[src/rtl/flash_id_probe.sv]
module flash_id_probe #(
  parameter int DW       = 16,
  parameter int AW       = 12,
  parameter int ACC_CYC  = 2,
  parameter int POLL_MAX = 500000,
  parameter int SERIES   = 1,
  parameter int NDEV     = 3,
  parameter logic [NDEV-1:0]    TBL_LONG  = 3'b010,
  parameter logic [NDEV*DW-1:0] TBL_ID1   = {16'h227E, 16'h227E, 16'h22C4},
  parameter logic [NDEV*DW-1:0] TBL_ID2   = {16'h0000, 16'h2210, 16'h0000},
  parameter logic [NDEV*DW-1:0] TBL_ID3   = {16'h0000, 16'h2200, 16'h0000},
  parameter logic [NDEV*32-1:0] TBL_BSIZE = {32'h2000, 32'h10000, 32'h10000},
  parameter logic [NDEV*32-1:0] TBL_BCNT  = {32'd8, 32'd128, 32'd64},
  parameter logic [NDEV*32-1:0] TBL_SPAN  = {32'h10000, 32'h800000, 32'h400000},
  localparam int IW = (NDEV > 1) ? $clog2(NDEV) : 1
) (
  input  logic          clk,
  input  logic          rst_n,
  input  logic          start,
  input  logic          byte_mode,
  output logic [AW-1:0] mem_addr,
  output logic [DW-1:0] mem_wdata,
  output logic          mem_we,
  output logic          mem_re,
  input  logic [DW-1:0] mem_rdata,
  output logic          busy,
  output logic          done,
  output logic          found,
  output logic [IW-1:0] match_idx,
  output logic [31:0]   blk_size,
  output logic [31:0]   blk_count,
  output logic [31:0]   dev_span,
  output logic [DW-1:0] mfr_id,
  output logic [DW-1:0] dev_id1,
  output logic [DW-1:0] dev_id2,
  output logic [DW-1:0] dev_id3,
  output logic          poll_timeout
);
  localparam int CW = $clog2(ACC_CYC + 1);
  localparam int PW = $clog2(POLL_MAX + 1);
  localparam logic [3:0] ST_POLL  = 4'd10;
  localparam logic [3:0] ST_MATCH = 4'd11;

  logic [3:0]    step;
  logic [CW-1:0] cyc;
  logic [PW-1:0] poll_cnt;
  logic [DW-1:0] snap;
  logic          poll_hit;

  logic          op_we, op_re;
  logic [AW-1:0] op_addr;
  logic [DW-1:0] op_data;
  logic [AW-1:0] ul1, ul2;

  assign ul1 = byte_mode ? AW'(12'hAAA) : AW'(12'h555);
  assign ul2 = byte_mode ? AW'(12'h555) : AW'(12'h2AA);

  always_comb begin
    op_we = 1'b0; op_re = 1'b0; op_addr = '0; op_data = '0;
    case (step)
      4'd0: begin op_we = 1'b1; op_addr = ul1; op_data = DW'(8'hF0); end
      4'd1: op_re = 1'b1;
      4'd2: begin op_we = 1'b1; op_addr = ul1; op_data = DW'(8'hAA); end
      4'd3: begin op_we = 1'b1; op_addr = ul2; op_data = DW'(8'h55); end
      4'd4: begin op_we = 1'b1; op_addr = ul1; op_data = DW'(8'h90); end
      4'd5: op_re = 1'b1;
      4'd6: begin op_re = 1'b1; op_addr = byte_mode ? AW'(2)     : AW'(1);     end
      4'd7: begin op_re = 1'b1; op_addr = byte_mode ? AW'(8'h1C) : AW'(8'h0E); end
      4'd8: begin op_re = 1'b1; op_addr = byte_mode ? AW'(8'h1E) : AW'(8'h0F); end
      4'd9: begin op_we = 1'b1; op_data = DW'(8'hF0); end
      ST_POLL: op_re = 1'b1;
      default: ;
    endcase
  end

  logic strobe_on, acc_last, acc_gap;
  assign strobe_on = busy && (step != ST_MATCH) && (cyc < CW'(ACC_CYC));
  assign acc_last  = (cyc == CW'(ACC_CYC - 1));
  assign acc_gap   = (cyc == CW'(ACC_CYC));
  assign mem_we    = strobe_on && op_we;
  assign mem_re    = strobe_on && op_re;
  assign mem_addr  = strobe_on ? op_addr : '0;
  assign mem_wdata = mem_we ? op_data : '0;

  logic          m_found;
  logic [IW-1:0] m_idx;
  logic [31:0]   m_bsize, m_bcnt, m_span;

  always_comb begin
    m_found = 1'b0; m_idx = '0; m_bsize = '0; m_bcnt = '0; m_span = '0;
    for (int i = NDEV - 1; i >= 0; i--) begin
      if (dev_id1 == TBL_ID1[i*DW +: DW] &&
          (!TBL_LONG[i] || (dev_id2 == TBL_ID2[i*DW +: DW] && dev_id3 == TBL_ID3[i*DW +: DW]))) begin
        m_found = 1'b1;
        m_idx   = IW'(i);
        m_bsize = TBL_BSIZE[i*32 +: 32];
        m_bcnt  = 32'(TBL_BCNT[i*32 +: 32] * SERIES);
        m_span  = 32'(TBL_SPAN[i*32 +: 32] * SERIES);
      end
    end
  end

  always_ff @(posedge clk or negedge rst_n) begin
    if (!rst_n) begin
      busy <= 1'b0; done <= 1'b0; step <= '0; cyc <= '0; poll_cnt <= '0;
      snap <= '0; poll_hit <= 1'b0; poll_timeout <= 1'b0;
      found <= 1'b0; match_idx <= '0; blk_size <= '0; blk_count <= '0; dev_span <= '0;
      mfr_id <= '0; dev_id1 <= '0; dev_id2 <= '0; dev_id3 <= '0;
    end else begin
      done <= 1'b0;
      if (!busy) begin
        if (start) begin
          busy <= 1'b1; step <= '0; cyc <= '0; poll_cnt <= '0; poll_timeout <= 1'b0;
          mfr_id <= '1; dev_id1 <= '1; dev_id2 <= '1; dev_id3 <= '1;
        end
      end else if (step == ST_MATCH) begin
        busy <= 1'b0; done <= 1'b1;
        found <= m_found; match_idx <= m_idx;
        blk_size <= m_bsize; blk_count <= m_bcnt; dev_span <= m_span;
      end else begin
        if (acc_last && op_re) begin
          case (step)
            4'd1:    snap     <= mem_rdata;
            4'd5:    mfr_id   <= mem_rdata;
            4'd6:    dev_id1  <= mem_rdata;
            4'd7:    dev_id2  <= mem_rdata;
            4'd8:    dev_id3  <= mem_rdata;
            default: poll_hit <= (mem_rdata == snap);
          endcase
        end
        if (acc_gap) begin
          cyc <= '0;
          if (step == ST_POLL && !poll_hit) begin
            if (poll_cnt == PW'(POLL_MAX - 1)) begin
              poll_timeout <= 1'b1;
              step <= ST_MATCH;
            end else begin
              poll_cnt <= poll_cnt + 1'b1;
            end
          end else begin
            step <= step + 4'd1;
          end
        end else begin
          cyc <= cyc + 1'b1;
        end
      end
    end
  end

  AST_STROBE_EXCL: assert property (@(posedge clk) disable iff (!rst_n) !(mem_we && mem_re));
  AST_STROBE_BUSY: assert property (@(posedge clk) disable iff (!rst_n) (mem_we || mem_re) |-> busy);
  AST_ID_PRESET:   assert property (@(posedge clk) disable iff (!rst_n) $rose(busy) |-> (mfr_id == '1 && dev_id1 == '1 && dev_id2 == '1 && dev_id3 == '1));
  AST_TIMEOUT_END: assert property (@(posedge clk) disable iff (!rst_n) $rose(poll_timeout) |=> done);
  AST_MISS_ZERO:   assert property (@(posedge clk) disable iff (!rst_n) (done && !found) |-> (blk_count == 0 && blk_size == 0 && dev_span == 0 && match_idx == 0));
  AST_DONE_PULSE:  assert property (@(posedge clk) disable iff (!rst_n) done |=> !done);
  AST_RESULT_HOLD: assert property (@(posedge clk) disable iff (!rst_n) (!busy && !start) |=> ($stable(found) && $stable(match_idx) && $stable(blk_count) && $stable(dev_id1)));
endmodule

[config.mk]
export PLATFORM = sky130hd
export DESIGN_NAME = flash_id_probe
export DESIGN_NICKNAME = d
export VERILOG_FILES = /design/src/rtl/flash_id_probe.sv
export SDC_FILE = /design/constraint.sdc
export NUM_CORES = 1
export LEC_CHECK = 0
export ABC_CLOCK_PERIOD_IN_PS = 6750
export BUFFER_PORTS_ARGS = -buffer_cell sky130_fd_sc_hd__buf_4
export CAP_MARGIN = 20
export CELL_PAD_IN_SITES_DETAIL_PLACEMENT = 1
export CELL_PAD_IN_SITES_GLOBAL_PLACEMENT = 1
export CORE_MARGIN = 1
export CORE_UTILIZATION = 41
export CTS_CLUSTER_DIAMETER = 150
export DETAILED_ROUTE_END_ITERATION = 8
export GPL_ROUTABILITY_DRIVEN = 0
export PLACE_DENSITY_LB_ADDON = 0.2
export SETUP_SLACK_MARGIN = 0.02
export SLEW_MARGIN = 20
export SYNTH_ARGS = -nofsm -noshare
export SYNTH_HDL_FRONTEND = slang
export SYNTH_SLANG_ARGS = --single-unit
[constraint.sdc]
create_clock -name clk -period 6.75 [get_ports clk]
set_input_delay 0.675 -clock clk [delete_from_list [all_inputs] [get_ports clk]]
set_output_delay 0.675 -clock clk [all_outputs]
set_load 0.1 [all_outputs]
**After elaboration in Yosys (flattened, before gate mapping)**

Index checks and enable logic that the tools add are counted.

- Bits in registers: 208
- Output and inout port bits: 196
- Bits of input ports: 20
- Logic and storage cells: 151

- Bitwise gates (word level): 2
- Reduce and logical (&&, ||, !) cells: 27
- $lt $le $gt $ge: 1
- Add/sub/neg operators: 3
- Multiplexer cells: 70
- Equal/unequal tests: 31

Operator list:

| kind | count |
|---|---|
| $mux W16 | 18 |
| $mux W32 | 6 |
| $mux W19 | 6 |
| $eq A16 B14 Y1 const B | 4 |
| $pmux W12 S5 | 1 |
| $pmux W8 S4 | 1 |
| $mux W4 | 7 |
| $reduce_and A4 Y1 | 7 |
| $mux W12 | 2 |
| $add A19 B1 Y19 const B | 1 |
| $eq A19 B19 Y1 const B | 1 |
| $mux W17 | 1 |
| $eq A16 B16 Y1 | 1 |
| $eq A4 B3 Y1 const B | 4 |
| $eq A4 B4 Y1 const B | 4 |
| $mux W1 | 16 |
| $mux W2 | 8 |
| $ne A2 B1 Y1 const B | 8 |
| $mux W14 | 1 |
| $mux W11 | 1 |
| $mux W5 | 2 |
| $reduce_and A5 Y1 | 2 |
| $reduce_or A5 Y1 | 2 |
| $eq A4 B2 Y1 const B | 2 |
| other kinds (18) | 28 |

**Longest topological paths before layout**

Gate-level depths: netlist of run 1.

- Word-level depth: 7
- Mapped depth: 9
- Mapped depth without buffers: 7

**Worst setup path before layout of run 1**

No wires, ideal clock.

- Path type: reg-to-output
- From: register busy
- To: output port mem_addr[4]
- Stages on the path, launching flop included: 6
- Arrival time: 4,015 ps
- Setup slack: 2,060 ps
- Path buffers: 1
- Cells stage by stage: dfrtp_1 > clkbuf_1 > nand2_1 > nor2_1 > nand2_1 > a311oi_1

- Cells in the longest elaborated chain, start to end: 3

RTL lines:

| what | RTL line | text |
|---|---|---|
| start: declaration | 26 | `output logic busy,` |
| start signal: assignment | 105 | `busy <= 1'b0; done <= 1'b0; step <= '0; cyc <= '0; poll_cnt <= '0;` |
| start signal: assignment | 113 | `busy <= 1'b1; step <= '0; cyc <= '0; poll_cnt <= '0; poll_timeout <= 1'b0;` |
| start signal: assignment | 117 | `busy <= 1'b0; done <= 1'b1;` |
| $logic_and A1 B1 Y1 (2 in a row) | 77 | `assign strobe_on = busy && (step != ST_MATCH) && (cyc < CW'(ACC_CYC));` |
| $mux W12 | 82 | `assign mem_addr = strobe_on ? op_addr : '0;` |
| end: declaration | 21 | `output logic [AW-1:0] mem_addr,` |

No other way between the ends.

**Final worst setup path of run 1**

- From: register step[0]
- To: output port mem_wdata[5]

- Cells in the longest elaborated chain, start to end: 5

RTL lines:

| what | RTL line | text |
|---|---|---|
| start: declaration | 44 | `logic [3:0] step;` |
| start signal: assignment | 141 | `step <= step + 4'd1;` |
| $eq A4 B4 Y1, or another cell as far along | 60 | `case (step)` |
| $reduce_or A5 Y1 (no line) / $logic_and A1 B1 Y1 (equally long branches) | - |  |
| $mux W1 / $logic_and A1 B1 Y1 (equally long branches) | 60, 77 |  |
| $logic_and A1 B1 Y1 | 80 | `assign mem_we = strobe_on && op_we;` |
| $mux W16 * | 83 | `assign mem_wdata = mem_we ? op_data : '0;` |
| end: declaration | 22 | `output logic [DW-1:0] mem_wdata,` |

Every way passes the cells marked *; elsewhere a longest branch is shown, timed or not.

==> metrics.md, run 1 <==
| Metric | Value |
|---|---|
| Setup Crit Path Kind | `flop to output port` |
| I/O Pins | `216` |
| Largest family of logic cells by synthesized area | `simple AND/OR/NAND/NOR gates` |
| First-pass GRT wire length | `29.6 mm` |
| Sinks on Clock Net | `114` |
| Critical-path cell list | `ha_1 > nand3b_1 > nand2_1 > nor2_1 > o21ai_0 > nor3_1 > buf_4` |
| Post-CTS setup buffers | `0` |
| Tmin final | `3320 ps` |
| Initial antenna violation count | `0` |
| Yosys top cell area share | `42.7%` |
| Die footprint | `0.0168 mm²` |
| Post-synthesis compound-gate area fraction | `12.8%` |
| Setup crit start kind | `flop` |
| Max clock buf depth | `2` |
| Adder-Cell Fraction of Synth Area | `0.937%` |
| Setup TNS Final | `0 ps` |
| Core area | `0.0159 mm²` |
| Post-route DRC violation count | `0` |
| Share of layout cells above drive strength 1 | `26.1%` |
| Max-cap violations | `0` |
| Vias/cell | `5.30` |
| Status | `finished, final reports clean` |
| Worst path slowest cell | `dfrtp_1` |
| N_diodes | `0` |
| Post-synthesis sequential area ratio | `42.7%` |
| Data arrival time of the critical path | `2640 ps` |
| Top fanout value on the critical path | `11` |
| Seq cells post-synth | `114` |
| DRT Wirelength | `19.1 mm` |
| Maximum clock rate | `302 MHz` |
| Max stage delay on crit path | `440 ps` |
| Final Hold Fails | `0` |
| Nets | `816` |
| Die height | `130 µm` |
| Hpwl dp | `13.4 mm` |
| Dominant cell type by area after synthesis | `dfrtp_1` |
| Async S/R FF share, synth | `100%` |
| RSZ-0062 raised after global routing | `false` |
| Worst EP required | `6070 ps` |
| Worst slew margin | `34.3%` |
| Worst min path class | `primary input to async pin` |
| Unique masters post-synth | `60` |
| Syn Inst Count | `696` |
| Mux cell area share after synthesis | `9.12%` |
| Worst slew pin tran | `986 ps` |
| Final slew viol count | `0` |
| Routed Antenna Nets | `0` |
| DR pass1 iterations | `4` |
| CTS tree | `done` |
| Overall routing resource usage | `23.1%` |
| Initial Util | `42.1%` |
| Number of enable flip-flop cells after synthesis | `0` |
| Ys Warns | `0` |
| Synth top area cells | `dfrtp_1 43%, buf_4 12%, mux2_2 6.6%` |
| Post-Synth Simple-Gate Area | `17.1%` |
| Post-synthesis cell area | `0.00668 mm²` |
| Via count | `5403` |
| Site row count | `46` |
| Grt ovf | `0` |
| Die Wd | `130 µm` |
| Final period util | `49.1%` |
| # setup viols final | `0` |
| Synthesized area per cell | `9.60 µm²` |
| Post-synthesis xor/xnor area fraction | `2.10%` |
| Root buffer cell | `clkbuf_16` |
| Clk_lat worst skew | `430 ps` |
| Number of global-route vias before repair | `5426` |
| Area grow syn2layout | `18.0%` |
| Hold buffer count at cts | `0` |
| Drt wl/cell | `18.7 µm` |
| CTS resizes | `0` |
| Dominant synthesized flop cell | `dfrtp_1` |
| # port buffers | `119` |
| Detailed Route Iter0 Violations | `281` |
| CTS Buf Count | `17` |
| Clock transition at path regs | `60 ps` |
| Setup crit end kind | `output port` |
| H-tree depth | `4` |
| Pin count of the biggest net entering global routing | `78` |
| Clock skew | `13.5 ps` |
==> cell usage after synthesis, types with 8 or more instances <==
| library cell | count |
|---|---|
| buf_4 | 108 |
| mux2_4 | 10 |
| buf_2 | 10 |
| o22ai_1 | 33 |
| a21oi_1 | 51 |
| nand2_1 | 43 |
| inv_1 | 12 |
| nor2_1 | 59 |
| nand2b_1 | 19 |
| mux2_2 | 39 |
| nand4_1 | 12 |
| and3_1 | 8 |
| clkbuf_1 | 17 |
| o21ai_0 | 15 |
| nand3_1 | 20 |
| dfrtp_1 | 114 |
| nor4_1 | 13 |
| xnor2_1 | 16 |
==> critical path: cells and delay by family (launching register included) <==
family                   cells  cell delay [ps]
AND/OR/NAND/NOR              4              790
adder cells (fa/ha/maj)      1              360
flip-flops                   1              440
AO/OA/AOI/OAI                1              310
buffers and inverters        1              320
==> routing by layer <==
| layer | track usage [%] | share of wire, % |
|---|---|---|
| met5 | 0 | 0 |
| met4 | 7.87 | 1.6 |
| met3 | 5.57 | 5.7 |
| met2 | 39.7 | 51 |
| met1 | 28.4 | 41 |
==> cell families after synthesis <==
family / count (synthesis)
AOI/OAI and AO/OA: 136
DFF: 114
buffers and inverters: 153
and+or+nand+nor: 220
other: 1
adders and majority gates: 5
muxes: 51
xor gates and xnor gates: 16
==> state kept, by name (all words and copies together) (netlist names), 2 cells and up <==
register  count
step          4
dev_id1      16
cyc           2
mfr_id       16
dev_id3      16
blk_size      2
snap         16
dev_id2      16
poll_cnt     19
==> area by class of cell <==
type / instances / area (µm²)
well taps: 216 / 270
fillers: 1861 / 8000
flip-flops and latches: 114 / 2850
multi-input cells: 524 / 3170
clock inverters: 12 / 179
clock buffers: 20 / 457
repair buffers: 121 / 908
inverters: 13 / 48.8
==> path summary, 6_finish.rpt <==
kind	start	depth (start not counted)	slack, ps	to
worst min-delay path	rst_n	1	220	done$_DFF_PN0_
worst min register to register	poll_timeout$_DFFE_PN0P_	2	500	poll_timeout$_DFFE_PN0P_
worst max register to register	step[0]$_DFFE_PN0P_	7	3530	mfr_id[12]$_DFFE_PN0P_
min in group clk	poll_timeout$_DFFE_PN0P_	2	500	poll_timeout$_DFFE_PN0P_
worst max-delay path	step[0]$_DFFE_PN0P_	7	3430	mem_wdata[5]
max in group asynchronous	rst_n	2	5090	busy$_DFF_PN0_
==> cells in the final DEF, fill, tap and decap left out, types with 4 or more instances in the layout <==
cell type and n:
a21oi_1 51, and3_1 8, buf_4 121, bufinv_16 4
clkbuf_16 17, conb_1 96, dfrtp_1 113, ha_1 5
inv_1 12, mux2_2 39, mux2_4 10, nand2_1 43
nand2b_1 19, nand3_1 20, nand4_1 12, nor2_1 59
nor2b_1 6, nor3_1 5, nor4_1 13, nor4b_1 7
o211ai_1 6, o21ai_0 15, o22ai_1 33, o311ai_0 4
or2_2 5, or3_1 7, xnor2_1 16
==> per-stage QoR <==
stage                     utilization (%)  cell area (µm²)  std cells  setup slack [ps]  hold WS, ps
after floorplan                         -             7040        791              2060          379
after global placement               45.6             7250        988              3740          482
after detailed placement             45.6             7250        988              3500          493
after CTS                            49.6             7890       1020              3460          245
after global routing                 49.6             7890       1020              3200          259
final                                49.6             7890       1020              3430          224
Power of run 1 is not shown: default switching activity piles up to over one toggle a cycle in this logic, so the estimate is an artifact.
==> run 2: changes to the inputs <==
ABC_CLOCK_PERIOD_IN_PS = 3000   (was 6750)
CORE_UTILIZATION = 35   (was 41)
clock period = 3 ns   (was 6.75 ns; I/O delays follow)
==> run 2 against run 1 <==
Effect of this change:
- sequential share of layout area fell by 0.96 points
- cell area is 2.7% higher
- non-clock buffer count grew 13
- critical endpoint unchanged
- critical path type unchanged
- worst hold slack got worse by 33 ps
==> metrics.md, run 2 (same netlist as run 1, synthesis figures left out) <==
| Metric | Value |
|---|---|
| Status | `finished, final reports clean` |
| M1 WL | `8.62 mm (+8.8%)` |
| Setup crit end kind | `output port` |
| Share of layout cells above drive strength 1 | `29.0% (+2.9 points)` |
| H-tree depth | `4 (unchanged)` |
| # setup viols final | `0 (unchanged)` |
| Worst EP required | `2700 ps (-3370 ps)` |
| Hpwl dp | `13.5 mm (+0.91%)` |
| Post-route DRC violation count | `0 (unchanged)` |
| Final Hold Fails | `0 (unchanged)` |
| RSZ-0062 raised after global routing | `false` |
| Tmin final | `2790 ps` |
| Core area | `0.0187 mm² (+18%)` |
| Routed Antenna Nets | `0 (unchanged)` |
| Die footprint | `0.0196 mm² (+17%)` |
| CTS tree | `done` |
| Clock transition at path regs | `60 ps (about the same)` |
| FILL cells | `2132 (+15%)` |
| Top fanout value on the critical path | `8 (-3)` |
| Critical register-to-register path startpoint | `step[0]$_DFFE_PN0P_` |
| Max clock buf depth | `2 (unchanged)` |
| Sinks on Clock Net | `114 (unchanged)` |
| Final slew viol count | `0 (unchanged)` |
| Max-cap violations | `0 (unchanged)` |
| Grt ovf | `0 (unchanged)` |
| Worst slew pin tran | `834 ps (-152 ps)` |
| Maximum clock rate | `358 MHz` |
| Post-route cell area | `0.00810 mm² (+2.7%)` |
| Site row count | `50 (+8.7%)` |
| Final period util | `93.2%` |
| Multi-input gate area | `0.00323 mm² (+2.1%)` |
| Inst Count DP | `1017 (+2.9%)` |
| Initial antenna violation count | `0 (unchanged)` |
| Number of global-route vias before repair | `5391 (-0.65%)` |
| Placed Area | `0.00743 mm² (+2.5%)` |
| Overall routing resource usage | `20.1% (-3.0 points)` |
| N_diodes | `0 (unchanged)` |
| DRT Wirelength | `19.1 mm (about the same)` |
| Most common cell after layout, fill and taps aside | `buf_4` |
| Vias/cell | `5.06 (-4.4%)` |
| Seq. cell area | `0.00285 mm² (unchanged)` |
| Hold WS | `191 ps (-33.1 ps)` |
| Clock skew | `8.76 ps (-4.72 ps)` |
| Max layer used | `met4` |
| Launching element of the worst setup path | `step[0]$_DFFE_PN0P_` |
| Root buffer cell | `clkbuf_16` |
| Pin count of the biggest net entering global routing | `61 (-22%)` |
| CTS Buf Count | `17 (unchanged)` |
| DR pass1 iterations | `4 (unchanged)` |
| Detailed Route Iter0 Violations | `234 (-17%)` |
| Clk_lat worst skew | `420 ps (about the same)` |
| Setup crit start kind | `flop` |
| Worst slew margin | `44.2% (+10 points)` |
| Die height | `140 µm (+8.1%)` |
| Drt wl/cell | `18.2 µm (-2.9%)` |
| Max FFs per register | `19 (unchanged)` |
| Die Wd | `140 µm (+8.1%)` |
| Most frequent cells in the layout | `132 x buf_4, 113 x dfrtp_1, 96 x conb_1` |
| Area grow syn2layout | `21.3%` |
| Wire length on met2 | `9.55 mm (-2.5%)` |
| First-pass GRT wire length | `30.4 mm (+2.7%)` |
| Via count | `5320 (-1.5%)` |
| Setup Crit Path Kind | `flop to output port` |
| I/O Pins | `216 (unchanged)` |
| Hold wc startpoint | `mem_rdata[2]` |
| Post-route insts no fill | `1051 (+3.0%)` |
| Most flop-heavy register | `poll_cnt` |
| # port buffers | `119 (unchanged)` |
| Nets | `829 (+1.6%)` |
| Initial Util | `35.7% (-6.3 points)` |
| Worst min path class | `primary input to flop` |
| Met3 WL | `827 µm (-24%)` |
| Data arrival time of the critical path | `2490 ps (-150 ps)` |
==> run 2: changes by cell type in the layout (fill, tap and decap cells not counted), sizes merged <==
| cell | before | now |
|---|---|---|
| dlygate4sd3 | 0 | 1 |
| clkbuf | 20 | 19 |
| buf | 121 | 133 |
| inv | 15 | 16 |
| clkinvlp | 3 | 2 |
| clkinv | 3 | 4 |
==> run 2: path summary, 6_finish.rpt <==
check	to	slack, ps	cells after the start
worst max-delay path	mem_wdata[5]	210	8
worst min-delay path	snap[2]$_DFFE_PN0P_	190	2
worst max register to register	dev_id3[14]$_DFFE_PN0P_	280	8
worst min register to register	poll_hit$_DFFE_PN0P_	510	1
max in group asynchronous	match_idx[0]$_DFFE_PN0P_	1690	3
min in group asynchronous	dev_id2[9]$_DFFE_PN0P_	490	2
==> run 2: final cells by class <==
class	count	area share [%]
multi-input combinational	524	39.9
timing repair buffer	134	12.6
clock inverter	13	2.43
tap	234	3.61
sequential	114	35.2
clock buffer	19	5.59
inverter	13	0.618
==> run 2: critical path, stage by stage, from the launching register on <==
cell and delay, ps:
dfrtp_1 440, inv_1 120, ha_1 380, a21oi_1 80, nor2_1 260, o21ai_0 140, buf_4 180, nor3_4 160
buf_4 310
==> run 2: per-layer routing <==
metal / up-vias / global-route usage, %
met5: - / 0
met4: 0 / 5.49
met3: 9 / 5.09
met2: 140 / 33.6
met1: 2689 / 25.7
li1: 2482 / -
==> run 2: what timing repair did <==
action,4_1_cts,5_1_grt
buffers inserted,0,1
hold buffers,1,0
hold endpoints to repair,54,0
endpoints found under the setup margin,0,36
gates resized for setup,0,3
==> run 2: per-stage QoR <==
step                      util [%]  setup slack [ps]  TNS, ps
after global placement        39.7               198        0
after CTS                     43.2              96.7        0
after global routing          43.3              46.0        0
final                         43.3               205        0
after detailed placement      39.7               101        0
after floorplan                  -              -262     -629
Power of run 2 is left out for the same reason.
==> run 3: changes to the inputs <==
ABC_AREA = 1   (was not set)
CORE_UTILIZATION = 33   (was 35)
RECOVER_POWER = 50   (was not set)
==> run 3 against run 2 <==
Effect of this change:
- synthesized cell count up 30%
- global-route usage fell by 2.5 points
- via count is 7.1% higher
- die area up 10%
==> metrics.md, run 3 <==
| Metric | Value |
|---|---|
| Max clock buf depth | `2 (unchanged)` |
| Grt ovf | `0 (unchanged)` |
| Top-count cell post-synth | `nand2_1` |
| H-tree depth | `4 (unchanged)` |
| Setup crit start kind | `flop` |
| Final period util | `91.6% (-1.5 points)` |
| CTS Buf Count | `17 (unchanged)` |
| Inst Count DP | `1262 (+24%)` |
| Core area | `0.0204 mm² (+9.2%)` |
| Most frequent cells in the layout | `310 x nand2_1, 113 x dfrtp_1, 106 x nand3_1` |
| Most flop-heavy register | `poll_cnt` |
| N_diodes | `0 (unchanged)` |
| Top post-synthesis cells by count | `310 x nand2_1, 114 x dfrtp_1, 111 x buf_4` |
| Post-synthesis sequential area ratio | `41.0% (-1.7 points)` |
| Worst slew margin | `16.0% (-28 points)` |
| Worst slew pin tran | `1260 ps (+426 ps)` |
| Nets | `1037 (+25%)` |
| Die height | `147 µm (+5.0%)` |
| Clock transition at path regs | `60 ps (about the same)` |
| Detailed Route Iter0 Violations | `256 (+9.4%)` |
| Tmin final | `2750 ps (-45.3 ps)` |
| Drt wl/cell | `14.3 µm (-22%)` |
| Maximum clock rate | `364 MHz (+1.6%)` |
| Die footprint | `0.0217 mm² (+10%)` |
| RSZ-0062 raised after global routing | `false` |
| DRT Wirelength | `18.5 mm (-3.4%)` |
| CTS tree | `done` |
| Overall routing resource usage | `17.6% (-2.5 points)` |
| Status | `finished, final reports clean` |
| Sinks on Clock Net | `114 (unchanged)` |
| Top fanout value on the critical path | `10 (+2)` |
| Die Wd | `147 µm (+5.0%)` |
| Synthesized area per cell | `7.71 µm² (-20%)` |
| DR pass1 iterations | `4 (unchanged)` |
| Unique masters post-synth | `38 (-37%)` |
| # setup viols final | `0 (unchanged)` |
| Setup crit end kind | `output port` |
| Dominant cell type by area after synthesis | `dfrtp_1` |
| Reg2Reg Depth | `7 (-1)` |
| Syn Inst Count | `902 (+30%)` |
| Seq cells post-synth | `114 (unchanged)` |
| Site row count | `52 (+4.0%)` |
| Ys Warns | `0 (unchanged)` |
| Vias/cell | `4.40 (-13%)` |
| Most common cell after layout, fill and taps aside | `nand2_1` |
| Hold path depth | `3 (+1)` |
| Final Hold Fails | `0 (unchanged)` |
| Yosys top cell area share | `41.0% (-1.7 points)` |
| Max-cap violations | `0 (unchanged)` |
| Area grow syn2layout | `16.1%` |
| Clk_lat worst skew | `420 ps (about the same)` |
| Pin count of the biggest net entering global routing | `69 (+13%)` |
| Dominant synthesized flop cell | `dfrtp_1` |
| Via count | `5697 (+7.1%)` |
| Synth top area cells | `dfrtp_1 41%, nand2_1 17%, buf_4 12%` |
| Worst EP required | `2700 ps (about the same)` |
| Number of global-route vias before repair | `5654 (+4.9%)` |
| # port buffers | `119 (unchanged)` |
| Post-route insts no fill | `1295 (+23%)` |
| First-pass GRT wire length | `30.0 mm (-1.2%)` |
| Async S/R FF share, synth | `100% (unchanged)` |
| Hpwl dp | `13.7 mm (+1.5%)` |
| Setup Crit Path Kind | `flop to output port` |
| Post-route DRC violation count | `0 (unchanged)` |
| Initial antenna violation count | `0 (unchanged)` |
| Max FFs per register | `19 (unchanged)` |
| I/O Pins | `216 (unchanged)` |
| Initial Util | `34.1% (-1.7 points)` |
| Data arrival time of the critical path | `2450 ps (-40 ps)` |
| Routed Antenna Nets | `0 (unchanged)` |
| Share of layout cells above drive strength 1 | `15.8% (-13 points)` |
| Post-synthesis cell area | `0.00696 mm² (+4.2%)` |
| Worst min path class | `primary input to flop` |
| Number of enable flip-flop cells after synthesis | `0 (unchanged)` |
| Final slew viol count | `0 (unchanged)` |
| Clock skew | `10.2 ps (+1.45 ps)` |
| Root buffer cell | `clkbuf_16` |
-- run 3: cell count changes after synthesis, sizes merged, moves of 8 or more --
cell / previous run / this run
o22ai: 33 / 1
and3: 8 / 0
nor2: 59 / 69
mux2: 49 / 0
clkbuf: 17 / 5
nor4: 13 / 0
nand3: 20 / 108
nand2: 43 / 325
a21oi: 51 / 10
nand2b: 19 / 0
xnor2: 16 / 3
inv: 13 / 63
xor2: 0 / 23
-- run 3: final cells by class --
class                      instances  area [µm²]
clock inverter                    14         176
sequential                       114        2850
multi-input combinational        689        3290
inverter                          63         236
clock buffer                      18         429
fill                            2593       12300
tap                              270         338
timing repair buffer             127         759
-- run 3: worst max-delay path, cell delays in order, from the launching register on --
cell and delay (ps):
dfrtp_1 440, ha_1 320, nand2_2 120, nand2_4 120, inv_2 100, nand2_2 160, inv_1 120, o31ai_1 80
buf_4 170, a21oi_2 100, buf_4 300
-- run 3: metal layers --
| layer | global-route usage [%] | part of all wire, % |
|---|---|---|
| met2 | 29.6 | 49 |
| met5 | 0 | 0 |
| met3 | 3.51 | 3.8 |
| met4 | 5.52 | 1.4 |
| met1 | 22.6 | 46 |
-- run 3: cell families (layout without fill, tap and decap cells) --
| kind of cell | count (synthesis) | count (layout) | synth area share [%] |
|---|---|---|---|
| buffers and inverters | 194 | 222 | 17.6 |
| and+or+nand+nor | 529 | 529 | 33.9 |
| xor gates and xnor gates | 26 | 26 | 3.27 |
| other | 1 | 96 | 0.0539 |
| DFF | 114 | 114 | 41.0 |
| AOI/OAI and AO/OA | 33 | 33 | 3.24 |
| adders and majority gates | 5 | 5 | 0.899 |
-- run 3: worst paths after layout --
| kind | startpoint | end | slack, ps |
|---|---|---|---|
| setup / recovery | step[0]$_DFFE_PN0P_ | mem_wdata[7] | 250 |
| hold / removal | mem_rdata[3] | snap[3]$_DFFE_PN0P_ | 140 |
| setup reg to reg | step[0]$_DFFE_PN0P_ | mfr_id[1]$_DFFE_PN0P_ | 760 |
| min in group asynchronous | rst_n | match_idx[0]$_DFFE_PN0P_ | 640 |
| hold reg to reg | mfr_id[11]$_DFFE_PN0P_ | mfr_id[11]$_DFFE_PN0P_ | 480 |
| max in group asynchronous | rst_n | busy$_DFF_PN0_ | 580 |
-- run 3: timing repair --
| action | CTS | global route |
|---|---|---|
| resized for setup | 0 | 1 |
| setup buffers | 0 | 0 |
| endpoints found under the setup margin | 0 | 2 |
| hold endpoints to repair | 43 | 0 |
| hold buffers | 1 | 0 |
-- run 3: per-stage QoR --
| step | TNS [ps] | setup slack [ps] | hold WS (ps) | instance area, µm² | utilization [%] |
|---|---|---|---|---|---|
| after floorplan | -759 | -228 | 4.41 | 7370 | - |
| after global placement | 0 | 640 | 365 | 7670 | 37.6 |
| after detailed placement | 0 | 563 | 356 | 7670 | 37.6 |
| after CTS | 0 | 110 | 117 | 8290 | 40.6 |
| after global routing | 0 | 83.5 | 137 | 8080 | 39.6 |
| final | 0 | 251 | 141 | 8080 | 39.6 |
Power of run 3 is left out for the same reason.
